$ cat src/rtl/dqs_cap_pkg.sv
package dqs_cap_pkg;

  // Beats per burst for a length code: 0 -> 2, 1 -> 4, otherwise 8.
  function automatic int unsigned burst_beats(input logic [1:0] code);
    case (code)
      2'd0:    return 2;
      2'd1:    return 4;
      default: return 8;
    endcase
  endfunction

  // Length limited to the storage the instance has.
  function automatic int unsigned beats_capped(input logic [1:0] code,
                                               input int unsigned limit);
    int unsigned n;
    n = burst_beats(code);
    return (n > limit) ? limit : n;
  endfunction

  // A high mask bit suppresses the byte: the enable is its inverse.
  function automatic logic byte_enable(input logic mask_bit);
    return ~mask_bit;
  endfunction

endpackage

$ cat src/rtl/dqs_edge_det.sv
// Samples one lane's strobe, byte and mask into the clock domain and
// flags strobe transitions by comparing successive samples.
module dqs_edge_det #(
  parameter int LANE_W = 8
) (
  input  logic              clk,
  input  logic              rst_n,
  input  logic              strb,
  input  logic [LANE_W-1:0] byte_in,
  input  logic              mask_in,
  output logic              rise,
  output logic              fall,
  output logic [LANE_W-1:0] byte_q,
  output logic              mask_q
);
  logic s_strb, p_strb;

  always_ff @(posedge clk) begin
    if (!rst_n) begin
      s_strb <= 1'b0;
      p_strb <= 1'b0;
      byte_q <= '0;
      mask_q <= 1'b0;
    end else begin
      s_strb <= strb;
      p_strb <= s_strb;
      byte_q <= byte_in;
      mask_q <= mask_in;
    end
  end

  assign rise = s_strb & ~p_strb;
  assign fall = ~s_strb & p_strb;
endmodule

$ cat src/rtl/dqs_cap_lane.sv
// One byte lane: detects strobe transitions, waits for the first rising
// one, then stores one byte and mask bit per transition until the burst
// length is reached.
module dqs_cap_lane #(
  parameter int LANE_W    = 8,
  parameter int BEATS_MAX = 8,
  localparam int CW       = (BEATS_MAX > 1) ? $clog2(BEATS_MAX) : 1
) (
  input  logic                        clk,
  input  logic                        rst_n,
  input  logic                        arm,
  input  logic                        clear,
  input  logic [CW:0]                 len,
  input  logic                        strb,
  input  logic [LANE_W-1:0]           byte_in,
  input  logic                        mask_in,
  output logic                        cap,
  output logic                        fin,
  output logic [CW-1:0]               cnt,
  output logic [BEATS_MAX*LANE_W-1:0] slot_data,
  output logic [BEATS_MAX-1:0]        slot_mask
);
  logic              rise, fall, mask_q, started, last_beat;
  logic [LANE_W-1:0] byte_q;
  logic [BEATS_MAX-1:0][LANE_W-1:0] slots;

  dqs_edge_det #(.LANE_W(LANE_W)) u_edge (
    .clk(clk), .rst_n(rst_n), .strb(strb), .byte_in(byte_in),
    .mask_in(mask_in), .rise(rise), .fall(fall),
    .byte_q(byte_q), .mask_q(mask_q)
  );

  // Before the first rising edge only a rise may open the burst.
  assign cap       = arm & ~fin & ~clear & (started ? (rise | fall) : rise);
  assign last_beat = ({1'b0, cnt} == (len - 1'b1));

  always_ff @(posedge clk) begin
    if (!rst_n) begin
      started   <= 1'b0;
      fin       <= 1'b0;
      cnt       <= '0;
      slots     <= '0;
      slot_mask <= '0;
    end else if (clear || !arm) begin
      started <= 1'b0;
      fin     <= 1'b0;
      cnt     <= '0;
    end else if (cap) begin
      slots[cnt]     <= byte_q;
      slot_mask[cnt] <= mask_q;
      started        <= 1'b1;
      if (last_beat) begin
        fin <= 1'b1;
        cnt <= '0;
      end else begin
        cnt <= cnt + 1'b1;
      end
    end
  end

  assign slot_data = slots;
endmodule

$ cat src/rtl/dqs_rd_drive.sv
// Read side: registers each outgoing word and toggles the strobes in the
// same clock, so every data change meets a strobe transition.
module dqs_rd_drive #(
  parameter int NLANE  = 2,
  parameter int LANE_W = 8,
  localparam int DW    = NLANE * LANE_W
) (
  input  logic             clk,
  input  logic             rst_n,
  input  logic             beat_vld,
  input  logic [DW-1:0]    word,
  output logic [DW-1:0]    dq_out,
  output logic             oe,
  output logic [NLANE-1:0] dqs_out
);
  logic lvl;

  always_ff @(posedge clk) begin
    if (!rst_n) begin
      dq_out <= '0;
      oe     <= 1'b0;
      lvl    <= 1'b0;
    end else if (beat_vld) begin
      dq_out <= word;
      oe     <= 1'b1;
      lvl    <= ~lvl;
    end else begin
      dq_out <= '0;
      oe     <= 1'b0;
      lvl    <= 1'b0;
    end
  end

  assign dqs_out = {NLANE{lvl}};
endmodule

$ cat src/rtl/dqs_capture_unit.sv
module dqs_capture_unit #(
  parameter int NLANE     = 2,
  parameter int LANE_W    = 8,
  parameter int BEATS_MAX = 8
) (
  input  logic                              clk,
  input  logic                              rst_n,
  input  logic                              wr_arm,
  input  logic [1:0]                        bl_sel,
  input  logic [NLANE-1:0]                  dqs_in,
  input  logic [NLANE*LANE_W-1:0]           dq_in,
  input  logic [NLANE-1:0]                  dm_in,
  output logic                              burst_done,
  output logic [BEATS_MAX*NLANE*LANE_W-1:0] burst_dq,
  output logic [BEATS_MAX*NLANE-1:0]        burst_we,
  input  logic                              rd_beat_vld,
  input  logic [NLANE*LANE_W-1:0]           rd_word,
  output logic [NLANE*LANE_W-1:0]           dq_out,
  output logic                              dq_oe,
  output logic [NLANE-1:0]                  dqs_out,
  output logic                              dqs_oe
);
  import dqs_cap_pkg::*;

  localparam int DW = NLANE * LANE_W;
  localparam int CW = (BEATS_MAX > 1) ? $clog2(BEATS_MAX) : 1;

  // Named internal events, observed by the bound checker.
  logic [NLANE-1:0]    cap_lane;
  logic [NLANE-1:0]    fin_lane;
  logic [NLANE*CW-1:0] lane_cnt;
  logic [CW:0]         cur_len;
  logic                all_fin;
  logic                done_q;

  logic [BEATS_MAX*LANE_W-1:0] lane_data [NLANE];
  logic [BEATS_MAX-1:0]        lane_mask [NLANE];
  logic [BEATS_MAX*DW-1:0]     asm_dq;
  logic [BEATS_MAX*NLANE-1:0]  asm_we;

  assign cur_len = (CW+1)'(beats_capped(bl_sel, BEATS_MAX));

  for (genvar l = 0; l < NLANE; l++) begin : g_lane
    dqs_cap_lane #(.LANE_W(LANE_W), .BEATS_MAX(BEATS_MAX)) u_lane (
      .clk(clk), .rst_n(rst_n), .arm(wr_arm), .clear(done_q),
      .len(cur_len), .strb(dqs_in[l]),
      .byte_in(dq_in[l*LANE_W +: LANE_W]), .mask_in(dm_in[l]),
      .cap(cap_lane[l]), .fin(fin_lane[l]),
      .cnt(lane_cnt[l*CW +: CW]),
      .slot_data(lane_data[l]), .slot_mask(lane_mask[l])
    );
  end

  // Interleave lanes into beat words and beat enable pairs.
  always_comb begin
    for (int k = 0; k < BEATS_MAX; k++) begin
      for (int l = 0; l < NLANE; l++) begin
        asm_dq[k*DW + l*LANE_W +: LANE_W] = lane_data[l][k*LANE_W +: LANE_W];
        asm_we[k*NLANE + l]               = byte_enable(lane_mask[l][k]);
      end
    end
  end

  assign all_fin = &fin_lane;

  always_ff @(posedge clk) begin
    if (!rst_n) begin
      done_q   <= 1'b0;
      burst_dq <= '0;
      burst_we <= '0;
    end else if (all_fin && !done_q) begin
      done_q   <= 1'b1;
      burst_dq <= asm_dq;
      burst_we <= asm_we;
    end else begin
      done_q <= 1'b0;
    end
  end

  assign burst_done = done_q;

  dqs_rd_drive #(.NLANE(NLANE), .LANE_W(LANE_W)) u_rd (
    .clk(clk), .rst_n(rst_n), .beat_vld(rd_beat_vld), .word(rd_word),
    .dq_out(dq_out), .oe(dq_oe), .dqs_out(dqs_out)
  );

  assign dqs_oe = dq_oe;
endmodule

$ cat config.mk
export PLATFORM = sky130hd
export DESIGN_NAME = dqs_capture_unit
export DESIGN_NICKNAME = d
export VERILOG_FILES = /design/src/rtl/dqs_cap_pkg.sv /design/src/rtl/dqs_edge_det.sv /design/src/rtl/dqs_cap_lane.sv /design/src/rtl/dqs_rd_drive.sv /design/src/rtl/dqs_capture_unit.sv
export SDC_FILE = /design/constraint.sdc
export NUM_CORES = 1
export LEC_CHECK = 0
export ABC_AREA = 1
export BUFFER_PORTS_ARGS = -buffer_cell sky130_fd_sc_hd__buf_2
export CORE_ASPECT_RATIO = 1.4
export CORE_UTILIZATION = 50
export CTS_BUF_LIST = sky130_fd_sc_hd__clkbuf_8
export DETAILED_ROUTE_END_ITERATION = 8
export GPL_ROUTABILITY_DRIVEN = 0
export PLACE_DENSITY = 0.69
export SLEW_MARGIN = 40
export SYNTH_ARGS = -nofsm -noshare
export SYNTH_HDL_FRONTEND = slang
export SYNTH_SLANG_ARGS = --single-unit
$ cat constraint.sdc
create_clock -name clk -period 2.94 [get_ports clk]
set_input_delay 0.294 -clock clk [delete_from_list [all_inputs] [get_ports clk]]
set_output_delay 0.294 -clock clk [all_outputs]
set_load 0.02 [all_outputs]
# Word-level counts from Yosys, hierarchy flattened
# Index checks and enable logic that the tools add are counted.
# op_classes
muxes,20
n_lt_le_gt_ge,5
reduce_logical,14
bitwise_logic,38
n_addsub,3
n_eq_ne,3
# op_table
operator,count
bitwise mux 64 bit,2
demux 8 bit (select 3 bit),2
"greater-than comparator 32 x 4 -> 1 bit, second input constant",1
inverter 1 bit,26
bitwise mux 8 bit,2
two-way mux 8 bit,2
AND reduction 2 bit,6
AND 1 bit,10
equality test 3 x 4 -> 1 bit,2
"< comparator 3 x 4 -> 1 bit, second input constant",2
case mux 4 bit (2 select lines),1
"adder 3 x 1 -> 3 bit, second input constant",2
demux 1 bit (select 3 bit),2
">= comparator 3 x 1 -> 1 bit, second input constant",2
two-way mux 1 bit,6
two-way mux 3 bit,2
two-way mux 4 bit,1
"subtractor 4 x 1 -> 4 bit, second input constant",1
logical AND 1 bit,3
"equality test 2 x 1 -> 1 bit, second input constant",1
zero test 1 bit,2
zero test 2 bit,1
bitwise OR 1 bit,2
OR reduction 2 bit,1
logical OR 1 bit,1
# totals
inputBits,42
register_bits,339
wordCells,121

# Depth between registers and ports, before layout
# depth
ltp_word,7
ltp_mapped,10
ltp_nobuf,9

# Modules after synthesis
# Synthesis repeated with hierarchy kept, for this count alone.
# hier_totals
hier_cells,1809
hier_area_um2,12969.9
# modules_own_cells
module,instances,area_per_inst_um2,cells_each
dqs_capture_unit,1,5920.7,911
dqs_cap_lane,2,2935.3,383
dqs_edge_det,2,329.1,38
dqs_rd_drive,1,520.5,56

# Worst setup path before layout
# No wires, ideal clock.
# synth_timing
path_type,reg2reg
startpoint,reg g_lane[0].u_lane.u_edge.p_strb
endpoint,"reg g_lane[0].u_lane.slots, in the netlist g_lane[0].u_lane.slot_data[24]"
t_required_ps,2825
stages_incl_launch_ff,11
arrival_ps,1392
slack_ps,1433
synth_period_minus_slack_ps,1507
cell_sequence,dfxtp_1 inv_1 ha_1 nand2_1 o21ai_1 nor2_4 buf_4 buf_2 nand3_1 nand2_1 nor2_1
# synth_via
elab_chain_cells,6
# synth_lines
element,line_no,rtl
"start, declared",dqs_edge_det.sv:16,"logic s_strb, p_strb;"
"start signal, assigned",dqs_edge_det.sv:26,p_strb <= s_strb;
inverter 1 bit,dqs_edge_det.sv:32,assign rise = s_strb & ~p_strb;
AND 1 bit,dqs_edge_det.sv:32,
bitwise OR 1 bit,dqs_cap_lane.sv:34,assign cap = arm & ~fin & ~clear & (started ? (rise | fall) : rise);
two-way mux 1 bit (*),dqs_cap_lane.sv:34,
AND 1 bit (*),dqs_cap_lane.sv:34,
AND reduction 2 bit (no line) (*),n/a,
"end signal, assigned by index",dqs_cap_lane.sv:49,slots[cnt] <= byte_q;
"end, declared",dqs_cap_lane.sv:25,logic [BEATS_MAX-1:0][LANE_W-1:0] slots;
# Mark *: on every way between the ends. The rest lies on a longest branch, timed or not.
# A chain may end at the register's enable or synchronous reset.

# Worst setup path in the final report
# layout_timing
startpoint,reg g_lane[0].u_lane.u_edge.p_strb
endpoint,reg g_lane[0].u_lane.slot_mask[7]
# layout_via
elab_chain_cells,6
# layout_lines
element,line_no,rtl
inverter 1 bit,dqs_edge_det.sv:32,
AND 1 bit,dqs_edge_det.sv:32,
bitwise OR 1 bit,dqs_cap_lane.sv:34,
two-way mux 1 bit (*),dqs_cap_lane.sv:34,
AND 1 bit (*),dqs_cap_lane.sv:34,
AND reduction 2 bit (no line) (*),n/a,
"end signal, assigned by index",dqs_cap_lane.sv:50,slot_mask[cnt] <= mask_q;
"end, declared",dqs_cap_lane.sv:21,output logic [BEATS_MAX-1:0] slot_mask
# Marks and branches as above.

==> impl_metrics.csv <==
group,metric,value,unit
outcome,status,"completed",
global_route,grt_max_degree,110,
floorplan,fp.coreArea,0.0241,sq mm
worst_setup_path,cp-end-kind,"flop",
sta,relSlewSlack,0.472,
worst_hold_path,min_path_type,"in -> reg",
worst_setup_path,cp_data_arrival_time,2330,ps
clock_tree,cts-root-buf,"clkbuf_8",
sta,grt_setup_unrepaired,"false",
clock_tree,cts_resized,0,
synth,synth_cell_types,20,
placed_design,detailed_place_hpwl,19000,microns
sta,setup_slack,1110,ps
worst_setup_path,critPathKind,"reg -> reg",
pwr,p_per_area,587,mW/mm^2
worst_setup_path,worstPathRequired,3440,ps
sta,max_freq,0.547,GHz
synth,synth_xor_area_frac,0,
clock_tree,cts_setup_buffers,0,
sta,min_period,1830,ps
synth,synth_commonest_cells,"nor2_1 (398), dfxtp_1 (339), nand2_1 (237), a21oi_1 (158), o21ai_0 (128)",
clock_tree,cts_buffers,49,
worst_setup_path,slowest_stage,"dfxtp_1",
layout,nets,1885,
worst_setup_path,cp_top_family,"simple AND/OR/NAND/NOR gates",
drt,drc_errors,0,
synth,synthTopCellsByArea,"dfxtp_1 (55%), nor2_1 (12%), nand2_1 (7.2%), a21oi_1 (6.4%), o21ai_0 (5.2%)",
synth,synthAdderAreaFrac,0.00403,
drt,drtIter0Drc,660,
sta,setup_viol,0,
synth,synth.most_common_cell,"nor2_1",
synth,synth_warnings,0,
synth,syn-cell-area,0.0124,sq mm
sta,hold_viol_final,0,
sta,worst_pin_slew,791,ps
worst_setup_path,path_max_fanout,27,
synth,seq_area_frac_synth,0.546,
synth,synth.avg_cell_area,7.57,sq um
clock_tree,tritoncts,"yes",
pwr,power_frac_comb,0.043,
pwr,internal-power,6.67,mW
drt,drt-pass1-iter-count,6,
sta,fin_crit_sh,0.622,
drt,totalWireLength,30000,microns
synth,synthSimpleGateAreaFrac,0.250,
global_route,grt_pass1_wl,48800,microns
pwr,ir_drop,0.381,mV
pwr,power,8.70,mW
worst_setup_path,path_buf_inv,2,
placed_design,io_buffer_count,206,
synth,ys_seq_elements,339,
sta,skew,13.2,ps
worst_setup_path,crit_path_start_kind,"flop",
floorplan,initial_core_util,0.515,
floorplan,die_w,135,microns
synth,async_flop_share,0,
floorplan,std_cell_rows,67,
pwr,p_switching,2.03,mW
clock_tree,cts_max_level,2,
sta,setup_tns,0,ps
clock_tree,clk_path_buf_depth,3,
worst_setup_path,max_stage_delay,310,ps
pwr,netSwitchingFraction,0.233,
synth,syn_inst,1641,
worst_setup_path,cp_common_cell,"nand2_1",
worst_setup_path,crit_path_cell_trace,"inv_1 -> ha_1 -> nand2_1 -> o21ai_1 -> nor2_4 -> buf_4 -> nand2_2 -> nand2_1 -> nand2_1 -> nor2_1",
layout,drive_above_1_share,0.168,
clock_tree,clock_latency,570,ps
drt,wl_per_cell,13.7,microns
clock_tree,clock_sinks,339,
synth,synth_edf_count,0,
layout,diodes,0,
synth,syn_nets,1687,
synth,yosysTopAreaCell,"dfxtp_1",
drt,ant_nets,0,
global_route,grt_pass1_vias,10000,
layout,area_delta_synth_final,19.2,%
drt,dr_total_vias,10900,
global_route,antenna_found_initial,2,
placed_design,post-place-ws,1140,ps
clock_tree,cts.clk_slew.worst_paths,70,ps
sta,finalMaxSlewViolations,0,
drt,viasPerCell,5.00,
global_route,grt_overflow,0,
synth,synthMuxAreaShare,0,
run,maxCapViolCount,0,
pwr,p_seq_frac,0.538,
synth,synth_compound_area_frac,0.124,
global_route,grtUsageTotal,0.235,
pwr,leakage,7.46,nW
pwr,clockPowerShare,0.419,
synth,synth_top_family_by_area,"simple AND/OR/NAND/NOR gates",
floorplan,die-area,0.0255,sq mm
floorplan,ioPinCount,207,
synth,synthDominantCellAreaShare,0.546,
clock_tree,hold_buffers,36,
floorplan,die-height,189,microns
synth,ys.flop_type,"dfxtp_1",
-- registers in the layout, indices dropped and copies added (netlist names) --
signal                       count
burst_done                       1
burst_dq                       128
burst_we                        16
g_lane.u_lane.cnt                6
g_lane.u_lane.fin                2
g_lane.u_lane.slot_data        128
g_lane.u_lane.slot_mask         16
g_lane.u_lane.started            2
g_lane.u_lane.u_edge.byte_q     16
g_lane.u_lane.u_edge.mask_q      2
g_lane.u_lane.u_edge.p_strb      2
g_lane.u_lane.u_edge.s_strb      2
u_rd.dq_out                     16
u_rd.lvl                         1
u_rd.oe                          1
-- cell type report --
class	instances	area (sq um)
well taps	310	388
flip-flops and latches	339	6790
clock buffers	62	853
multi-input cells	1083	4710
clock inverters	27	119
inverters	112	420
repair buffers	254	1540
fillers	2247	9330
-- path summary, 6_finish.rpt --
kind	start	end	slack, ps	cells after the start
setup / recovery	g_lane[0].u_lane.u_edge.p_strb	g_lane[0].u_lane.slot_mask[7]	1110	10
setup reg to reg	g_lane[0].u_lane.u_edge.p_strb	g_lane[0].u_lane.slot_mask[7]	1110	10
hold / removal	wr_arm	g_lane[0].u_lane.fin	160	3
hold reg to reg	g_lane[1].u_lane.slot_mask[2]	burst_we[5]	430	1
-- per-layer routing --
metal | share of wire | global-route usage | routed length [microns] | up-vias
li1 | - | - | - | 5607
met1 | 0.46 | 0.314 | 13800 | 4956
met2 | 0.45 | 0.372 | 13500 | 315
met3 | 0.062 | 0.0508 | 1860 | 50
met4 | 0.025 | 0.0856 | 749 | 2
met5 | 0.00040 | 0 | 12 | -
-- cells by family (layout without fill, tap and decap cells) --
| group | Yosys count | count (layout) |
|---|---|---|
| AO/OA/AOI/OAI | 308 | 308 |
| flip-flops | 339 | 339 |
| AND/OR/NAND/NOR | 771 | 771 |
| adder cells (fa/ha/maj) | 4 | 4 |
| buffers and inverters | 219 | 455 |
-- per-stage QoR --
stage	area [sq um]	utilization	std cells	hold slack, ps
after floorplan	12400	-	1641	392
after global placement	13500	0.559	2062	415
after detailed placement	13500	0.559	2062	417
final	14800	0.614	2187	159
after global routing	14800	0.614	2187	169
after CTS	14800	0.614	2187	140
-- worst reg2reg max path, stage by stage, from the launching register on --
cell,delay [ps]
dfxtp_1,310
inv_1,40
ha_1,260
nand2_1,80
o21ai_1,110
nor2_4,130
buf_4,290
nand2_2,260
nand2_1,120
nand2_1,50
nor2_1,100
-- power groups by stage --
stage               clock network (mW)  logic, mW  registers [mW]
CTS                               3.74      0.372            4.68
global placement                     0      0.332            4.78
global route                      3.94      0.420            4.68
detailed placement                   0      0.336            4.78
floorplan                            0      0.236            4.77
finish                            3.64      0.375            4.68
-- placed cells by master (no fill, tap or decap), types with 5 or more instances in the layout --
master / n
clkinv_2: 8
o21ai_1: 22
nand2_1: 237
a21oi_1: 158
nor2_2: 12
inv_2: 5
dfxtp_1: 339
dlygate4sd3_1: 36
o21ai_0: 128
buf_2: 205
inv_1: 123
clkbuf_8: 63
nand3_1: 115
buf_4: 8
nor2_1: 398
(Power assumes the default switching activity.)
